$ cat src/rtl/ext_bus_pkg.sv
package ext_bus_pkg;

  // Position of each configuration field in the 8-bit register
  localparam int BIT_RSV_HI  = 7;
  localparam int BIT_TURN    = 6;
  localparam int BIT_BURST   = 5;
  localparam int BIT_LONG    = 4;
  localparam int BIT_EIGHT   = 3;
  localparam int BIT_SEL_HI  = 2;
  localparam int BIT_SEL_LO  = 1;
  localparam int BIT_RSV_LO  = 0;
  localparam logic [7:0] CFG_RESET = 8'hD3;

  typedef struct packed {
    logic       turnEn;
    logic       burstMode;
    logic       burstLong;
    logic       burstEight;
    logic [1:0] winSel;
  } cfg_t;

  // Strobes sent from the sequencer to the datapath
  typedef struct packed {
    logic capture;
    logic cycOn;
    logic rdOn;
    logic wrOn;
    logic asOn;
    logic done;
    logic curWr;
  } strb_t;

  typedef enum logic [2:0] {
    S_IDLE, S_TURN, S_T1, S_T2, S_B1, S_B2
  } bus_state_e;

endpackage

$ cat src/rtl/ext_bus_seq.sv
module ext_bus_seq
  import ext_bus_pkg::*;
(
  input  logic  clk,
  input  logic  rstN,
  input  logic  reqValid,
  input  logic  reqWrite,
  input  logic  seqHit,
  input  cfg_t  cfg,
  output strb_t strb,
  output logic  reqReady
);

  bus_state_e state, stateNext;
  logic curWrite;
  logic lastRead;
  logic finalState;

  always_comb begin
    stateNext = state;
    unique case (state)
      S_IDLE: begin
        if (reqValid) begin
          if (reqWrite && lastRead && cfg.turnEn) stateNext = S_TURN;
          else if (!reqWrite && seqHit)           stateNext = S_B1;
          else                                    stateNext = S_T1;
        end
      end
      S_TURN:  stateNext = S_T1;
      S_T1:    stateNext = S_T2;
      S_T2:    stateNext = S_IDLE;
      S_B1:    stateNext = cfg.burstLong ? S_B2 : S_IDLE;
      S_B2:    stateNext = S_IDLE;
      default: stateNext = S_IDLE;
    endcase
  end

  assign finalState = (state == S_T2) || (state == S_B2) ||
                      ((state == S_B1) && !cfg.burstLong);

  always_ff @(posedge clk) begin
    if (!rstN) begin
      state    <= S_IDLE;
      curWrite <= 1'b0;
      lastRead <= 1'b0;
    end else begin
      state <= stateNext;
      if (state == S_IDLE && reqValid) curWrite <= reqWrite;
      if (finalState)                  lastRead <= !curWrite;
      else if (state == S_IDLE && !reqValid) lastRead <= 1'b0;
    end
  end

  always_comb begin
    strb.capture = (state == S_IDLE) && reqValid;
    strb.cycOn   = (state == S_T1) || (state == S_T2) ||
                   (state == S_B1) || (state == S_B2);
    strb.rdOn    = strb.cycOn && !curWrite;
    strb.wrOn    = ((state == S_T1) || (state == S_T2)) && curWrite;
    strb.asOn    = (state == S_T1) || (state == S_T2);
    strb.done    = finalState;
    strb.curWr   = curWrite;
  end

  assign reqReady = finalState;

  p_ready_pulse_r9: assert property (@(posedge clk) disable iff (!rstN)
    reqReady |=> !reqReady);

  p_turn_then_cycle_r4: assert property (@(posedge clk) disable iff (!rstN)
    (state == S_TURN) |=> (state == S_T1) && curWrite);

  p_burst_reads_only_r5: assert property (@(posedge clk) disable iff (!rstN)
    ((state == S_B1) || (state == S_B2)) |-> !curWrite);

endmodule

$ cat src/rtl/ext_bus_dp.sv
module ext_bus_dp
  import ext_bus_pkg::*;
#(
  parameter int AW = 16,
  parameter int DW = 16
) (
  input  logic          clk,
  input  logic          rstN,
  input  logic          regWe,
  input  logic [7:0]    regWdata,
  output logic [7:0]    regRdata,
  input  logic [AW-1:0] reqAddr,
  input  logic          reqWrite,
  input  logic [DW-1:0] reqWdata,
  output logic [DW-1:0] reqRdata,
  input  strb_t         strb,
  output cfg_t          cfg,
  output logic          seqHit,
  output logic [AW-1:0] busAddr,
  output logic [DW-1:0] busDataOut,
  output logic          busDataOe,
  input  logic [DW-1:0] busDataIn,
  output logic          busRdN,
  output logic          busWrN,
  output logic          busAsN,
  output logic          ioStrbN
);

  localparam int MIN_TOP = 2;

  cfg_t          cfgQ;
  logic [AW-1:0] addrQ;
  logic [DW-1:0] wdataQ;
  logic [AW-1:0] nextQ;
  logic          liveQ;
  logic [AW-1:0] addrInc;
  logic          sameBlock;
  logic [AW-1:0] winMask;
  logic          inWin;

  always_ff @(posedge clk) begin
    if (!rstN) begin
      cfgQ.turnEn     <= CFG_RESET[BIT_TURN];
      cfgQ.burstMode  <= CFG_RESET[BIT_BURST];
      cfgQ.burstLong  <= CFG_RESET[BIT_LONG];
      cfgQ.burstEight <= CFG_RESET[BIT_EIGHT];
      cfgQ.winSel     <= CFG_RESET[BIT_SEL_HI:BIT_SEL_LO];
    end else if (regWe) begin
      cfgQ.turnEn     <= regWdata[BIT_TURN];
      cfgQ.burstMode  <= regWdata[BIT_BURST];
      cfgQ.burstLong  <= regWdata[BIT_LONG];
      cfgQ.burstEight <= regWdata[BIT_EIGHT];
      cfgQ.winSel     <= regWdata[BIT_SEL_HI:BIT_SEL_LO];
    end
  end

  assign regRdata = {1'b1, cfgQ.turnEn, cfgQ.burstMode, cfgQ.burstLong,
                     cfgQ.burstEight, cfgQ.winSel, 1'b1};
  assign cfg = cfgQ;

  // Burst tracking: next sequential address and whether it stays in block
  assign addrInc   = addrQ + AW'(1);
  assign sameBlock = cfgQ.burstEight ? (|addrInc[2:0]) : (|addrInc[1:0]);

  always_ff @(posedge clk) begin
    if (!rstN) begin
      addrQ  <= '0;
      wdataQ <= '0;
      nextQ  <= '0;
      liveQ  <= 1'b0;
    end else begin
      if (strb.capture) begin
        addrQ  <= reqAddr;
        wdataQ <= reqWdata;
      end
      if (strb.done) begin
        nextQ <= addrInc;
        liveQ <= !strb.curWr && cfgQ.burstMode && sameBlock;
      end
    end
  end

  assign seqHit = liveQ && cfgQ.burstMode && !reqWrite && (reqAddr == nextQ);

  // I/O window: top (2 + select) address bits all ones
  always_comb begin
    winMask = '0;
    for (int i = 0; i < AW; i++) begin
      if (i >= AW - MIN_TOP - int'(cfgQ.winSel)) winMask[i] = 1'b1;
    end
    inWin = &(addrQ | ~winMask);
  end

  assign busAddr    = addrQ;
  assign busDataOut = wdataQ;
  assign busDataOe  = strb.wrOn;
  assign busRdN     = !strb.rdOn;
  assign busWrN     = !strb.wrOn;
  assign busAsN     = !strb.asOn;
  assign ioStrbN    = !(strb.cycOn && inWin);
  assign reqRdata   = busDataIn;

  p_addr_stable_r3: assert property (@(posedge clk) disable iff (!rstN)
    (strb.cycOn && $past(strb.cycOn)) |-> $stable(busAddr));

  p_cfg_hold_r2: assert property (@(posedge clk) disable iff (!rstN)
    !$past(regWe) |-> $stable(regRdata));

  p_strobe_in_cycle_r8: assert property (@(posedge clk) disable iff (!rstN)
    !ioStrbN |-> (!busRdN || !busWrN));

  p_no_drive_on_read_r9: assert property (@(posedge clk) disable iff (!rstN)
    !busRdN |-> !busDataOe);

endmodule

$ cat src/rtl/ext_bus_ctl.sv
module ext_bus_ctl
  import ext_bus_pkg::*;
#(
  parameter int AW = 16,
  parameter int DW = 16
) (
  input  logic          clk,
  input  logic          rstN,
  input  logic          regWe,
  input  logic [7:0]    regWdata,
  output logic [7:0]    regRdata,
  input  logic          reqValid,
  input  logic          reqWrite,
  input  logic [AW-1:0] reqAddr,
  input  logic [DW-1:0] reqWdata,
  output logic          reqReady,
  output logic [DW-1:0] reqRdata,
  output logic [AW-1:0] busAddr,
  output logic [DW-1:0] busDataOut,
  output logic          busDataOe,
  input  logic [DW-1:0] busDataIn,
  output logic          busRdN,
  output logic          busWrN,
  output logic          busAsN,
  output logic          ioStrbN
);

  strb_t strb;
  cfg_t  cfg;
  logic  seqHit;

  ext_bus_seq uSeq (
    .clk      (clk),
    .rstN     (rstN),
    .reqValid (reqValid),
    .reqWrite (reqWrite),
    .seqHit   (seqHit),
    .cfg      (cfg),
    .strb     (strb),
    .reqReady (reqReady)
  );

  ext_bus_dp #(.AW(AW), .DW(DW)) uDp (
    .clk        (clk),
    .rstN       (rstN),
    .regWe      (regWe),
    .regWdata   (regWdata),
    .regRdata   (regRdata),
    .reqAddr    (reqAddr),
    .reqWrite   (reqWrite),
    .reqWdata   (reqWdata),
    .reqRdata   (reqRdata),
    .strb       (strb),
    .cfg        (cfg),
    .seqHit     (seqHit),
    .busAddr    (busAddr),
    .busDataOut (busDataOut),
    .busDataOe  (busDataOe),
    .busDataIn  (busDataIn),
    .busRdN     (busRdN),
    .busWrN     (busWrN),
    .busAsN     (busAsN),
    .ioStrbN    (ioStrbN)
  );

endmodule

$ cat config.mk
export PLATFORM = sky130hd
export DESIGN_NAME = ext_bus_ctl
export DESIGN_NICKNAME = d
export VERILOG_FILES = /design/src/rtl/ext_bus_pkg.sv /design/src/rtl/ext_bus_seq.sv /design/src/rtl/ext_bus_dp.sv /design/src/rtl/ext_bus_ctl.sv
export SDC_FILE = /design/constraint.sdc
export NUM_CORES = 1
export LEC_CHECK = 0
export CORE_ASPECT_RATIO = 1.1
export CORE_MARGIN = 1.5
export CORE_UTILIZATION = 44
export DETAILED_ROUTE_END_ITERATION = 8
export HOLD_SLACK_MARGIN = 0.1
export PLACE_DENSITY = 0.82
export SYNTH_ARGS = -nofsm -noshare
export SYNTH_HDL_FRONTEND = slang
export SYNTH_SLANG_ARGS = --single-unit
$ cat constraint.sdc
create_clock -name clk -period 4.79 [get_ports clk]
set_input_delay 1.1975 -clock clk [delete_from_list [all_inputs] [get_ports clk]]
set_output_delay 1.1975 -clock clk [all_outputs]
set_load 0.005 [all_outputs]
==> run_results.csv, run 1 <==
group,metric,value,unit
clock_network,h-tree-depth,3,
global_route,antenna_found_initial,0,
clock_network,numCtsBuffers,9,
setup_path,worst-path-stages,6,
clock_network,clk-insertion-delay-late,0.33,ns
clock_network,cts_tree,"yes",
outcome,status,"finished, final reports clean",
cells_and_area,antennaDiodeCount,0,
timing,tns,0,ns
timing,fin_crit,3.33,ns
drt,drc,0,
setup_path,critPathRequiredTime,3.59,ns
floorplanning,die_y,88.5,um
global_route,grt_pass1_wl,11700,um
drt,first_pass_iters,4,
power_and_ir_drop,p_per_area,309,nW/um2
global_route,grt_use_total,0.214,
floorplanning,initial_core_util,0.463,
power_and_ir_drop,vdd_drop_max,0.211,mV
clock_network,post_cts_buffers,0,
setup_path,r2r-end,"uDp.busAddr[12]",
timing,finalClockSkew,0.00510,ns
setup_path,cp-startpoint,"uSeq.state[1]",
setup_path,crit_family,"buffers and inverters",
synth,synth-compound-area-share,0.146,
cells_and_area,syn2layout_area_growth,32.7,%
timing,finalHoldViolations,0,
drt,detail_route.vias_per_cell,5.25,
drt,antenna_left,0,
drt,vias,2654,
clock_network,clock-sinks,60,
global_route,overflow,0,
cells_and_area,mostFrequentLayoutCells,"clkdlybuf4s50_1, nand2_1, dfxtp_1",
synth,synth_mux_area_frac,0.0313,
synth,syn_inst,359,
synth,synthXorXnorAreaFrac,0.0809,
setup_path,startpoint_type,"flip-flop",
floorplanning,core.rowCount,30,
clock_network,cts_buffer_depth,2,
drt,wire_per_inst,14.3,um
cells_and_area,fill_cells,570,
setup_path,critPathArrivalTime,2.13,ns
setup_path,cp-endpoint,"ioStrbN",
drt,wirelength,7220,um
synth,ys.warnings.count,0,
timing,finalSetupViolations,0,
setup_path,cp_max_fo,10,
placed_design,routabilityCongestion,0.843,
synth,synth_async_sr_flop_share,0,
timing,setup_ws,1.46,ns
drt,drtIter0Drc,105,
clock_network,clockRootBuffer,"clkbuf_8",
cells_and_area,layout_commonest_cell,"clkdlybuf4s50_1",
worst_hold_path,hold_class,"reg2reg",
timing,fmax,300,MHz
timing,maxSlewViolCount,0,
timing,slew_headroom,0.212,
placed_design,pre_cts_ws,1.81,ns
setup_path,slowest_delay,0.54,ns
cells_and_area,fin_area,3880,um2
placed_design,dp_hpwl,5020,um
flow_run,drv_cap,0,
timing,hold_ws,0.452,ns
synth,ys_seq_area_frac,0.411,
setup_path,cp_cell_sequence,"inv_1, ha_1, nand3_1, a211oi_1, nand2_1, clkdlybuf4s50_1",
synth,netlist_area,2920,um2
setup_path,worst_path_max_delay_cell,"dfxtp_1",
setup_path,critPathBufInv,2,
clock_network,cts_resized,0,
setup_path,crit_type,"reg2out",
setup_path,worstSetupEndpointType,"output port",
synth,synth_simple_gate_area_frac,0.205,
floorplanning,die-area,7140,um2
placed_design,io_buffers,86,
timing,rsz0062_at_grt,"no",
global_route,grt_max_degree,47,
setup_path,r2r_slack,2.68,ns
setup_path,reg2reg_depth,4,
global_route,grt_pass1_vias,2598,
synth,synth_enable_flop_cells,0,
clock_network,clkTransAtPathRegs,0.06,ns
synth,syn_avg_cell_area,8.14,um2
clock_network,ctsHoldBuffers,0,
synth,synth_fa_ha_area_frac,0.0342,
floorplanning,die_width,80.7,um
synth,ys_seq_elements,60,
power_and_ir_drop,total_leakage_power,1.43,nW
worst_hold_path,min_from,"uDp.busDataOut[8]",
placed_design,placement.cell_area,3690,um2
floorplanning,floorplan.core_area,6310,um2
synth,synth_top_family_by_area,"simple AND/OR/NAND/NOR gates",
cells_and_area,final_nets,491,
floorplanning,ios,123,
timing,min_period_over_period,0.695,
cells_and_area,layout-drive-gt1-share,0.0540,
timing,worstMarginPinSlew,1.18,ns
setup_path,worstReg2RegStart,"uSeq.state[1]",
synth,ys.flop_type,"dfxtp_1",
synth,yosysUniqueCellTypes,45,
through the flow:
step | util | instances | power (mW)
after detailed placement | 0.586 | 491 | 0.780
after global placement | 0.586 | 491 | 0.773
after floorplan | - | 360 | 0.677
final | 0.615 | 506 | 1.20
after global routing | 0.615 | 506 | 1.26
after CTS | 0.615 | 506 | 1.21
cell type report:
type | count | area (um2) | share of cell area
Clock inverter | 1 | 5.00 | 0.00129
Inverter | 13 | 48.8 | 0.0126
Tap cell | 80 | 100 | 0.0258
Multi-Input combinational cell | 249 | 1460 | 0.376
Clock buffer | 14 | 183 | 0.0471
Sequential cell | 60 | 1200 | 0.310
Timing Repair Buffer | 89 | 883 | 0.228
cells in the mapped netlist (all sizes together), types with 4 or more instances:
cell | number | area [um2]
nor3 | 6 | 30.0
nor4 | 4 | 25.0
nor2 | 16 | 60.1
ha | 8 | 100
dfxtp | 60 | 1200
nand2 | 78 | 293
inv | 13 | 48.8
xor2 | 5 | 43.8
nand3 | 6 | 30.0
a211oi | 7 | 52.6
nand4 | 6 | 58.8
clkbuf | 13 | 48.8
buf | 25 | 169
o21ai | 11 | 55.1
xnor2 | 22 | 193
mux2i | 8 | 80.1
a21oi | 43 | 215
power breakdown:
group / leakage, nW / internal, mW / switching, mW / total, mW
logic: 0.841 / 0.114 / 0.0911 / 0.205
registers: 0.490 / 0.529 / 0.0353 / 0.564
clock network: 0.0986 / 0.241 / 0.187 / 0.428
tightest hold or removal path, stage by stage, from the launching register on:
cell and delay, ns:
dfxtp_1 0.31, nand2_1 0.05, a21oi_1 0.05
kinds of logic (layout without fill, tap and decap cells):
kind of cell / count (synthesis) / count (layout)
AOI/OAI and AO/OA: 73 / 73
xor gates and xnor gates: 27 / 27
adders and majority gates: 8 / 8
buffers and inverters: 51 / 117
DFF: 60 / 60
muxes: 9 / 9
other: 1 / 2
and+or+nand+nor: 130 / 130
flip-flops by register name, summed over array words and instances (netlist names):
register,flops
uDp.liveQ,1
uDp.busDataOut,16
uDp.cfg,6
uSeq.lastRead,1
uDp.busAddr,16
uDp.nextQ,16
uSeq.curWrite,1
uSeq.state,3
worst min-delay path by stage:
stage | endpoint | slack, ns | cells past startpoint
after floorplan | uDp.busDataOut[0] | 0.45 | 2
after global placement | uDp.busDataOut[3] | 0.44 | 2
after detailed placement | uDp.busDataOut[14] | 0.45 | 2
after CTS | uDp.busDataOut[8] | 0.46 | 2
after global routing | uDp.busDataOut[14] | 0.47 | 2
final | uDp.busDataOut[8] | 0.45 | 2
layer usage:
metal / GRT usage / routed length (um)
met5: 0 / 0
met2: 0.367 / 3510
met3: 0.0722 / 561
met4: 0.0878 / 130
met1: 0.245 / 3020
(Power assumes the default switching activity.)
==> run 2: changes to the inputs <==
--- a/config.mk
+++ b/config.mk
@@ -7,10 +7,10 @@
 export LEC_CHECK = 0
 export CORE_ASPECT_RATIO = 1.1
 export CORE_MARGIN = 1.5
-export CORE_UTILIZATION = 44
+export CORE_UTILIZATION = 39
 export DETAILED_ROUTE_END_ITERATION = 8
 export HOLD_SLACK_MARGIN = 0.1
-export PLACE_DENSITY = 0.82
+export PLACE_DENSITY = 0.77
 export SYNTH_ARGS = -nofsm -noshare
 export SYNTH_HDL_FRONTEND = slang
 export SYNTH_SLANG_ARGS = --single-unit
==> constraint.sdc (replaced) <==
create_clock -name clk -period 2.9 [get_ports clk]
set_input_delay 0.725 -clock clk [delete_from_list [all_inputs] [get_ports clk]]
set_output_delay 0.725 -clock clk [all_outputs]
set_load 0.005 [all_outputs]
==> run_results.csv, run 2 (synthesis results as in run 1) <==
group,metric,value,unit
floorplanning,initial_core_util,0.410,
setup_path,critPathRequiredTime,2.17,ns
cells_and_area,layout_commonest_cell,"clkdlybuf4s50_1",
outcome,violations,"DRC",
clock_network,h-tree-depth,3,
global_route,grt_use_total,0.199,
global_route,grt_pass1_vias,2644,
drt,drtIter0Drc,195,
setup_path,cp_max_fo,8,
cells_and_area,layout-drive-gt1-share,0.0559,
placed_design,pre_cts_ws,0.407,ns
global_route,overflow,0,
placed_design,dp_hpwl,5240,um
timing,maxSlewViolCount,0,
power_and_ir_drop,power,1.93,mW
clock_network,cts_buffer_depth,2,
cells_and_area,syn2layout_area_growth,32.7,%
drt,drc,10,
floorplanning,core.rowCount,32,
floorplanning,die_width,85.5,um
floorplanning,ios,123,
flow_run,drv_cap,0,
floorplanning,die-area,8020,um2
cells_and_area,utilization,0.544,
drt,first_pass_iters,7,
clock_network,ctsHoldBuffers,0,
clock_network,clk-insertion-delay-late,0.34,ns
cells_and_area,antennaDiodeCount,0,
timing,slew_headroom,0.671,
drt,wire_per_inst,14.7,um
timing,hold_ws,0.452,ns
placed_design,io_buffers,86,
drt,wirelength,7580,um
placed_design,routabilityCongestion,0.819,
floorplanning,die_y,93.8,um
cells_and_area,fin_area,3880,um2
floorplanning,floorplan.core_area,7130,um2
power_and_ir_drop,p_per_area,497,nW/um2
timing,finalSetupViolations,0,
global_route,antenna_found_initial,0,
timing,rsz0062_at_grt,"no",
drt,detail_route.vias_per_cell,5.19,
timing,tns,0,ns
worst_hold_path,hold_class,"reg2reg",
timing,finalClockSkew,0.00893,ns
global_route,grt_pass1_wl,12700,um
clock_network,clockRootBuffer,"clkbuf_8",
clock_network,clkTransAtPathRegs,0.07,ns
setup_path,critPathArrivalTime,2.05,ns
placed_design,placement.cell_area,3710,um2
timing,min_period_over_period,0.958,
timing,finalHoldViolations,0,
cells_and_area,layoutNonFillerInstCount,514,
clock_network,cts_tree,"yes",
setup_path,crit_type,"reg2out",
timing,worstMarginPinSlew,0.489,ns
clock_network,clock-sinks,60,
worst_hold_path,holdPathStages,2,
timing,fmax,360,MHz
timing,setup_ws,0.123,ns
cells_and_area,mostFrequentLayoutCells,"clkdlybuf4s50_1, nand2_1, dfxtp_1",
power_and_ir_drop,total_leakage_power,1.43,nW
drt,vias,2666,
clock_network,numCtsBuffers,9,
drt,antenna_left,0,
cells_and_area,final_nets,493,
timing,fin_crit,2.78,ns
global_route,grt_max_degree,47,
outcome,status,"finished with violations",
clock_network,post_cts_buffers,0,
setup_path,worstSetupEndpointType,"output port",
power_and_ir_drop,vdd_drop_max,0.341,mV
setup_path,reg2reg_depth,4,
placed_design,dp.cells,498,
setup_path,startpoint_type,"flip-flop",
run 2: path summary, 6_finish.rpt:
path                           start                 end  slack (ns)
setup / recovery       uSeq.state[2]             ioStrbN        0.12
hold / removal    uDp.busDataOut[11]  uDp.busDataOut[11]        0.45
setup reg to reg      uDp.busAddr[9]       uDp.nextQ[14]        1.15
hold reg to reg   uDp.busDataOut[11]  uDp.busDataOut[11]        0.45
run 2: repair_timing:
item	CTS	global route
endpoints found under the setup margin	0	1
gates resized for setup	0	1
hold endpoints to repair	0	0
run 2: area by class of cell:
type,count,area (um2)
multi-input combinational,249,1460
clock buffer,14,153
timing repair buffer,91,898
tap,85,106
sequential,60,1200
fill,655,3250
clock inverter,2,10.0
inverter,13,48.8
run 2: per-layer routing:
metal  track usage  vias up  wire length [um]
met1         0.240     1219              3130
met5             0        -                 0
li1              -     1313                 -
met4        0.0847        0               148
met3        0.0721       16               647
met2         0.319      118              3650
run 2: worst max-delay path: stages, from the launching register on:
cell and delay, ns:
dfxtp_1 0.47, inv_2 0.10, ha_1 0.34, nand3_1 0.09
a211oi_1 0.18, nand2_1 0.08, clkdlybuf4s50_1 0.44
run 2: power by group:
group / switching, mW / internal, mW / total, mW
Sequential: 0.0576 / 0.873 / 0.931
Combinational: 0.152 / 0.192 / 0.344
Clock: 0.320 / 0.332 / 0.652
